## src/rtl/hcube_pkg.sv

```systemverilog
package hcube_pkg;

  // A node receives during the reduce step for dimension k when its low k+1 label bits are zero.
  function automatic logic rx_reduce(input int id, input int k);
    return (id & ((2 << k) - 1)) == 0;
  endfunction

  // A node receives during the share step for dimension k when its low k+1 bits equal 1<<k.
  function automatic logic rx_share(input int id, input int k);
    return (id & ((2 << k) - 1)) == (1 << k);
  endfunction

  // Neighbour across dimension k.
  function automatic int link_peer(input int id, input int k);
    return id ^ (1 << k);
  endfunction

endpackage

```

## src/rtl/hcube_seq.sv

```systemverilog
module hcube_seq #(
  parameter int DIM = 3,
  localparam int DW = (DIM > 1) ? $clog2(DIM) : 1,
  localparam int SW = $clog2(2 * DIM) + 1
) (
  input  logic          clk,
  input  logic          rst_n,
  input  logic          start,
  output logic          load,
  output logic          red_en,
  output logic          shr_en,
  output logic [DW-1:0] dim,
  output logic          last_step,
  output logic          busy,
  output logic          done
);

  localparam logic [SW-1:0] LAST = SW'(2 * DIM - 1);
  localparam logic [SW-1:0] HALF = SW'(DIM);

  logic [SW-1:0] step;

  assign load      = start && !busy;
  assign last_step = busy && (step == LAST);

  always_ff @(posedge clk or negedge rst_n) begin
    if (!rst_n) begin
      busy <= 1'b0;
      done <= 1'b0;
      step <= '0;
    end else if (load) begin
      busy <= 1'b1;
      done <= 1'b0;
      step <= '0;
    end else if (busy) begin
      if (step == LAST) begin
        busy <= 1'b0;
        done <= 1'b1;
        step <= '0;
      end else begin
        step <= step + 1'b1;
      end
    end
  end

  always_comb begin
    red_en = busy && (step < HALF);
    shr_en = busy && (step >= HALF);
    if (step < HALF) dim = DW'(step);
    else             dim = DW'(LAST - step);
  end

  p_busy_done_excl_r5: assert property (@(posedge clk) disable iff (!rst_n)
    !(busy && done));
  p_done_after_run_r5: assert property (@(posedge clk) disable iff (!rst_n)
    $rose(done) |-> $past(last_step));
  p_run_not_cut_r6: assert property (@(posedge clk) disable iff (!rst_n)
    (busy && !last_step) |=> busy);

endmodule

```

## src/rtl/hcube_node.sv

```systemverilog
module hcube_node #(
  parameter int DIM = 3,
  parameter int W   = 16,
  parameter int ID  = 0,
  localparam int DW = (DIM > 1) ? $clog2(DIM) : 1
) (
  input  logic            clk,
  input  logic            rst_n,
  input  logic            load,
  input  logic [W-1:0]    operand,
  input  logic            red_en,
  input  logic            shr_en,
  input  logic [DW-1:0]   dim,
  input  logic [DIM*W-1:0] nbr,
  output logic [W-1:0]    val
);
  import hcube_pkg::*;

  logic [W-1:0] peer_val;
  logic         take_sum;
  logic         take_copy;

  assign peer_val  = nbr[int'(dim)*W +: W];
  assign take_sum  = red_en && rx_reduce(ID, int'(dim));
  assign take_copy = shr_en && rx_share(ID, int'(dim));

  always_ff @(posedge clk or negedge rst_n) begin
    if (!rst_n)         val <= '0;
    else if (load)      val <= operand;
    else if (take_sum)  val <= val + peer_val;
    else if (take_copy) val <= peer_val;
  end

  p_single_action_r3: assert property (@(posedge clk) disable iff (!rst_n)
    !(take_sum && take_copy));

endmodule

```

## src/rtl/hcube_reduce.sv

```systemverilog
module hcube_reduce #(
  parameter int DIM = 3,
  parameter int W   = 16,
  localparam int N  = 1 << DIM,
  localparam int DW = (DIM > 1) ? $clog2(DIM) : 1
) (
  input  logic           clk,
  input  logic           rst_n,
  input  logic           start,
  input  logic [N*W-1:0] load_data,
  output logic [N*W-1:0] result,
  output logic           busy,
  output logic           done
);
  import hcube_pkg::*;

  logic          load;
  logic          red_en;
  logic          shr_en;
  logic [DW-1:0] dim;
  logic          last_step;
  logic [W-1:0]  node_val [N];

  hcube_seq #(.DIM(DIM)) seq_i (
    .clk(clk), .rst_n(rst_n), .start(start), .load(load),
    .red_en(red_en), .shr_en(shr_en), .dim(dim),
    .last_step(last_step), .busy(busy), .done(done)
  );

  for (genvar i = 0; i < N; i++) begin : g_node
    logic [DIM*W-1:0] nbr;
    for (genvar k = 0; k < DIM; k++) begin : g_link
      assign nbr[k*W +: W] = node_val[link_peer(i, k)];
    end
    hcube_node #(.DIM(DIM), .W(W), .ID(i)) node_i (
      .clk(clk), .rst_n(rst_n), .load(load),
      .operand(load_data[i*W +: W]),
      .red_en(red_en), .shr_en(shr_en), .dim(dim),
      .nbr(nbr), .val(node_val[i])
    );
    assign result[i*W +: W] = node_val[i];
  end

  logic all_same;
  always_comb begin
    all_same = 1'b1;
    for (int i = 1; i < N; i++)
      if (node_val[i] != node_val[0]) all_same = 1'b0;
  end

  p_load_takes_ops_r2: assert property (@(posedge clk) disable iff (!rst_n)
    (start && !busy) |=> (busy && result == $past(load_data)));
  p_all_nodes_agree_r4: assert property (@(posedge clk) disable iff (!rst_n)
    $rose(done) |-> all_same);
  p_idle_hold_r8: assert property (@(posedge clk) disable iff (!rst_n)
    (!busy && !start) |=> ($stable(result) && $stable(done)));

endmodule

```

## config.mk

```make
export PLATFORM = sky130hd
export DESIGN_NAME = hcube_reduce
export DESIGN_NICKNAME = d
export VERILOG_FILES = /design/src/rtl/hcube_pkg.sv /design/src/rtl/hcube_seq.sv /design/src/rtl/hcube_node.sv /design/src/rtl/hcube_reduce.sv
export SDC_FILE = /design/constraint.sdc
export NUM_CORES = 1
export LEC_CHECK = 0
export BUFFER_PORTS_ARGS = -buffer_cell sky130_fd_sc_hd__buf_2
export CORE_MARGIN = 3
export CORE_UTILIZATION = 45
export DETAILED_ROUTE_END_ITERATION = 7
export PLACE_DENSITY_LB_ADDON = 0.2
export SYNTH_ARGS = -nofsm -noshare
export SYNTH_HDL_FRONTEND = slang
export SYNTH_HIERARCHICAL = 1
export SYNTH_SLANG_ARGS = --single-unit
export TNS_END_PERCENT = 50
```

## constraint.sdc

```tcl
create_clock -name clk -period 8.26 [get_ports clk]
set_clock_uncertainty 0.1 [all_clocks]
set_input_delay 0.826 -clock clk [delete_from_list [all_inputs] [get_ports clk]]
set_output_delay 0.826 -clock clk [all_outputs]
set_load 0.02 [all_outputs]
```

==> Yosys cells after proc, flatten, opt, wreduce, memory -nomap -nowiden <==
Cells that the tools add are included.
{ "totals": {"input_bits": 131, "word_cells": 114, "ff_bits": 134, "out_inout_bits": 130} }
{ "op_classes": {"n_addsub": 11, "n_shift": 10, "eq_ne": 8, "n_reduce_logical": 38, "magnitude_cmp": 2, "mux": 34} }
{ "op_table": {"columns": ["operator", "count"], "rows": [
  ["2-to-1 mux 16 bit", 24],
  ["indexed part select 48 x 7 -> 16 bit", 8],
  ["logical NOT 32 bit", 8],
  ["adder 16 bit", 8],
  ["equality test 4 x 32 -> 1 bit", 4],
  ["equality test 3 x 32 -> 1 bit", 2],
  ["equality test 2 x 32 -> 1 bit", 1],
  ["left shift 1 x 2 -> 32 bit, first input constant", 1],
  ["nonzero test 3 bit", 8],
  ["logical AND 1 bit", 18],
  ["2-to-1 mux 4 bit", 3],
  ["2-to-1 mux 1 bit", 6],
  ["adder 4 x 1 -> 4 bit, second input constant", 1],
  ["equality test 4 x 3 -> 1 bit, second input constant", 1],
  ["greater-or-equal comparator 4 x 2 -> 1 bit, second input constant", 1],
  ["< comparator 4 x 2 -> 1 bit, second input constant", 1],
  ["nonzero test 2 bit", 2],
  ["left shift 2 x 2 -> 3 bit, first input constant", 1],
  ["subtractor 3 x 2 -> 3 bit, second input constant", 1],
  ["2-to-1 mux 2 bit", 1],
  ["AND reduction 2 bit", 1],
  ["subtractor 1 x 2 -> 2 bit, first input constant", 1],
  ["logical NOT 1 bit", 1]
]} }

==> Logic depth before layout (Yosys ltp) <==
{ "depth": {"depth_word": 9, "mapped_depth": 17, "ltp_nobuf": 16} }

==> Hierarchy <==
Netlist, hierarchy kept.
{ "by_module_without_submodules": {"columns": ["module", "instances", "area_per_inst_um2", "seq_area_each_um2", "cells_per_inst"], "rows": [
  ["hcube_node at g_node[1].node_i ...", 4, 789.5, 400.4, 88],
  ["hcube_node at g_node[2].node_i", 1, 2050.7, 400.4, 269],
  ["hcube_node at g_node[4].node_i", 1, 2049.5, 400.4, 264],
  ["hcube_node at g_node[6].node_i", 1, 2026.9, 400.4, 268],
  ["hcube_node at g_node[0].node_i", 1, 1705.4, 400.4, 210],
  ["hcube_seq", 1, 342.8, 150.1, 36]
]} }

==> Worst setup path before layout <==
No wires, ideal clock.
{ "synth_timing": {"path_kind": "reg2reg", "start": "register seq_i.step[0]", "end": "register g_node[6].node_i.val[14]", "required_ns": 8.070, "setup_time_ns": 0.090, "n_path_buf": 2, "arrival_ns": 4.261, "period_less_slack_ns": 4.451, "slack_ns": 3.809, "path_stages_with_launch": 18, "cell_sequence": "dfrtp_1 ha_1 nor3_1 xnor2_1 nor2b_1 buf_2 buf_2 nand2_1 o21ai_0 ha_1 inv_1 fa_1 nor2b_1 o31a_1 a31o_2 o21ai_0 a211o_1 o2111ai_1"} }
{ "synth_between": {"elab_chain_cells": 8, "elab_cells_between_ends": 19, "classes_between": "3 x add/sub; 2 x order compare; 1 x eq/ne; 3 x shift; 4 x mux; 6 x reduce/logical"} }
{ "synth_lines": {"columns": ["item", "line", "text"], "rows": [
  ["start, declared", "hcube_seq.sv:21", "logic [SW-1:0] step;"],
  ["start signal, assigned", "hcube_seq.sv:41", "step <= step + 1'b1;"],
  ["< comparator 4 x 2 -> 1 bit or subtractor 1 x 2 -> 2 bit (tied branches)", "hcube_seq.sv:49, hcube_seq.sv:50", null],
  ["2-to-1 mux 2 bit (*)", "hcube_seq.sv:49", "if (step < HALF) dim = DW'(step);"],
  ["named net dim[0]", "hcube_reduce.sv:20", "logic [DW-1:0] dim;"],
  ["branches (longest 6 deep; another with adder 16 bit)", null, null],
  ["end signal, assigned", "hcube_node.sv:29", "else if (load) val <= operand;"],
  ["end signal, assigned", "hcube_node.sv:30", "else if (take_sum) val <= val + peer_val;"],
  ["end signal, assigned", "hcube_node.sv:31", "else if (take_copy) val <= peer_val;"],
  ["end, declared", "hcube_node.sv:15", "output logic [W-1:0] val"]
]} }
Mark *: on every way through the listed nets, which the timed path passes. The select of a mux whose other input is x is not followed.
A chain may end at the register's enable or synchronous reset.

==> Worst setup path after layout <==
{ "layout_timing": {"start": "register seq_i.step[1]", "end": "register g_node[2].node_i.val[12]"} }
{ "layout_between": {"elab_chain_cells": 8, "elab_cells_between_ends": 19, "classes_between": "3 x add/sub; 2 x order compare; 1 x eq/ne; 3 x shift; 4 x mux; 6 x reduce/logical"} }
{ "layout_lines": {"columns": ["item", "line"], "rows": [
  ["< comparator 4 x 2 -> 1 bit (*)", "hcube_seq.sv:49"],
  ["2-to-1 mux 2 bit (*)", "hcube_seq.sv:49"],
  ["named net dim[0]", "hcube_reduce.sv:20"],
  ["branches (longest 6 deep; another with adder 16 bit)", null],
  ["end signal, assigned", "hcube_node.sv:29"],
  ["end signal, assigned", "hcube_node.sv:30"],
  ["end signal, assigned", "hcube_node.sv:31"],
  ["end, declared", "hcube_node.sv:15"]
]} }
Marked as above.

==> flow_summary.toml <==
[run_status]
status = "complete, no violations"

[finish]
final_cell_count_no_fill = 1950
nNetsFinal = 1810
fin_util_pct = 54.2
fillers = 2397
insertedDiodeCount = 0
ff_latch_area_sq_mm = 0.00336
layout-drive-gt1-share_pct = 22.0
multi_input_area_sq_mm = 0.00740
area_delta_synth_final_pct = 17.4

[worst_setup_path]
path_delay_family = "simple AND/OR/NAND/NOR gates"
cp_slowest_cell = "nor2b_1"
crit_chain = "ha_1 > nor3_1 > xnor2_2 > buf_4 > nor2b_1 > nand2_1 > o21ai_0 > ha_1 > inv_1 > fa_1 > nand2b_1 > a21oi_1 > o31a_1 > a21boi_0 > o21a_1 > o211a_1"
critPathLaunch = "seq_i/step[1]"
path_class = "register to register"
required_ns = 8.48
crit_arrival_ns = 5.56
worst_path_most_repeated_cell = "ha_1"
startpoint_type = "register"
reg2regPathDepth = 16
endpoint_kind = "register"
r2r-start = "seq_i/step[1]"
rrSetupSlack_ns = 2.91
path_max_fanout = 54
worst-path-buf-inv = 2
cp-endpoint = "g_node[2].node_i/val[12]"
critPathMaxStageDelay_ns = 0.81
cp.depth = 16
regToRegEndpoint = "g_node[2].node_i/val[12]"

[clock_tree]
numCtsBuffers = 17
htreeDepth = 4
clk_pin_slew_ns = 0.07
clock_latency_ns = 0.43
cts_hold_buf = 0
clockBufferDepth = 2
ctsResizeCount = 0
clockRootBuffer = "clkbuf_16"
cts_sinks = 134
cts_tree = "yes"
post_cts_buffers = 0

[floorplan]
coreArea_sq_mm = 0.0245
pin_count = 261
die_h_um = 165
fp.dieArea_sq_mm = 0.0271
initial_core_util_pct = 46.2
die_width_um = 165
rows = 57

[timing]
tightest_slew_ns = 1.12
rsz0062_at_grt = "false"
hold_viol_final = 0
slew_viol_final = 0
fmax_mhz = 187
setup_viol = 0
slew_headroom_pct = 24.9
finalCritPeriodShare_pct = 64.7
layout_min_cycle_time_ns = 5.35
tns_ns = 0

[routing]
num_vias = 12078
drc = 0
firstDrtPassIters = 6
routedWlPerCell_um = 23.3
wl_um = 45300
drtAntennaViolNets = 0
viasPerCell = 6.19
drtIter0Drc = 1580

[global_routing]
grt_pass1_vias = 11256
gr-total-overflow = 0
track_usage_pct = 32.8
grt_first_pass_wirelength_um = 67600
grt_antenna_before_repair = 0
grt_max_degree = 97

[logic_synthesis]
postSynthAreaPerCell_sq_um = 8.10
syn_area_sq_mm = 0.0113
ys_types = 94
synth_async_sr_flop_share_pct = 100
synth-edff-count = 0
synthesis.nets = 1596
ys.warnings.count = 6
synth-main-ff-cell = "dfrtp_1"
ys_seq_area_share_pct = 29.6
synthCells = 1399
synth-seq-cells = 134

[job]
drv_cap = 0

[place]
port_buffers = 260
hpwlAfterDp_um = 33200
place_inst = 1918
gp_congestion = 0.960

[hold_path]
min_path_type = "primary input to async pin"
==> synthesized netlist by cell type, drive strengths merged (4+ instances only) <==
master | instances | area share [%]
a211oi | 19 | 1.3
a21o | 13 | 0.87
a21oi | 204 | 9.3
a221o | 4 | 0.35
a22oi | 11 | 0.73
a31o | 6 | 0.46
a31oi | 14 | 0.96
and2 | 7 | 0.39
and3 | 10 | 0.56
buf | 45 | 2.9
clkbuf | 33 | 1.1
dfrtp | 134 | 30
fa | 4 | 0.71
ha | 62 | 6.8
inv | 36 | 1.2
mux2 | 7 | 0.70
mux2i | 74 | 6.5
nand2 | 220 | 7.3
nand2b | 10 | 0.62
nand3 | 24 | 1.1
nand3b | 4 | 0.30
nor2 | 68 | 2.3
nor2b | 79 | 4.4
nor3 | 25 | 1.1
nor3b | 6 | 0.84
nor4 | 5 | 0.28
o2111ai | 4 | 0.31
o211a | 4 | 0.35
o211ai | 13 | 1.1
o21a | 10 | 0.66
o21ai | 115 | 5.1
o21bai | 5 | 0.33
o221ai | 7 | 0.60
o22ai | 9 | 0.50
o2bb2ai | 6 | 0.46
o31ai | 10 | 0.66
or2 | 4 | 0.22
or3 | 6 | 0.33
or3b | 4 | 0.31
xnor2 | 22 | 1.7
xor2 | 17 | 1.3
==> per-layer routing <==
| layer | track usage (%) | vias to the layer above | wire [um] |
|---|---|---|---|
| met5 | 0 | - | 0 |
| met4 | 11.4 | 0 | 1460 |
| met3 | 5.52 | 100 | 3990 |
| met2 | 51.7 | 707 | 20900 |
| met1 | 45.7 | 5781 | 19000 |
| li1 | - | 5490 | - |
==> kinds of logic after synthesis <==
logic type | synth area share, %
AOI/OAI and AO/OA | 26.6
buffers and inverters | 5.22
xor gates and xnor gates | 3.01
and+or+nand+nor | 20.8
adders and majority gates | 7.55
DFF | 29.6
muxes | 7.23
==> registers in the layout, indices dropped and copies added, names as in the netlist <==
register	flops
g_node.node_i/val	128
seq_i/step	4
seq_i/busy	1
seq_i/done	1
==> cell type report <==
type / instances / area share (%)
multi-input cells: 1151 / 55.6
flip-flops and latches: 134 / 25.2
repair buffers: 273 / 10.6
clock buffers: 17 / 3.20
well taps: 324 / 3.05
clock inverters: 15 / 1.28
inverters: 36 / 1.05
==> stage by stage <==
stage          area [sq um]  worst slack, ns  hold slack (ns)
2_1_floorplan         11300             3.81            0.403
3_3_place_gp          12700             3.13            0.396
3_5_place_dp          12700             3.06            0.385
4_1_cts               13300             3.01            0.367
5_1_grt               13300             2.63            0.382
6_report              13300             2.91            0.341
==> worst min path at each step <==
stage | cells past startpoint | endpoint | start | slack (ns)
2_1_floorplan | 1 | seq_i/step[3] | seq_i/step[3] | 0.40
3_3_place_gp | 1 | seq_i/done | seq_i/done | 0.40
3_5_place_dp | 1 | seq_i/done | seq_i/done | 0.38
4_1_cts | 1 | g_node[1].node_i/val[1] | rst_n | 0.37
5_1_grt | 1 | g_node[0].node_i/val[2] | rst_n | 0.38
6_report | 1 | g_node[0].node_i/val[2] | rst_n | 0.34
==> cell usage in the layout, fill, tap and decap left out, drive strengths merged, types with 5 or more instances in the layout <==
master / instances
nor2b: 79
mux2: 7
o221ai: 7
a31o: 6
mux2i: 74
nand2: 220
dfrtp: 134
clkbuf: 17
o211ai: 13
xor2: 17
nand2b: 10
nor3b: 6
o21ai: 115
or3: 6
a211oi: 19
nand3: 24
o31ai: 10
o22ai: 9
o2bb2ai: 6
buf: 273
nor4: 5
o21a: 10
xnor2: 22
clkinv: 6
nor2: 68
o21bai: 5
ha: 62
a21o: 13
and3: 10
a31oi: 14
nor3: 25
inv: 41
a21oi: 204
and2: 7
a22oi: 11
Power is not shown: default switching activity piles up to over one toggle a cycle in this logic, so the estimate is an artifact.
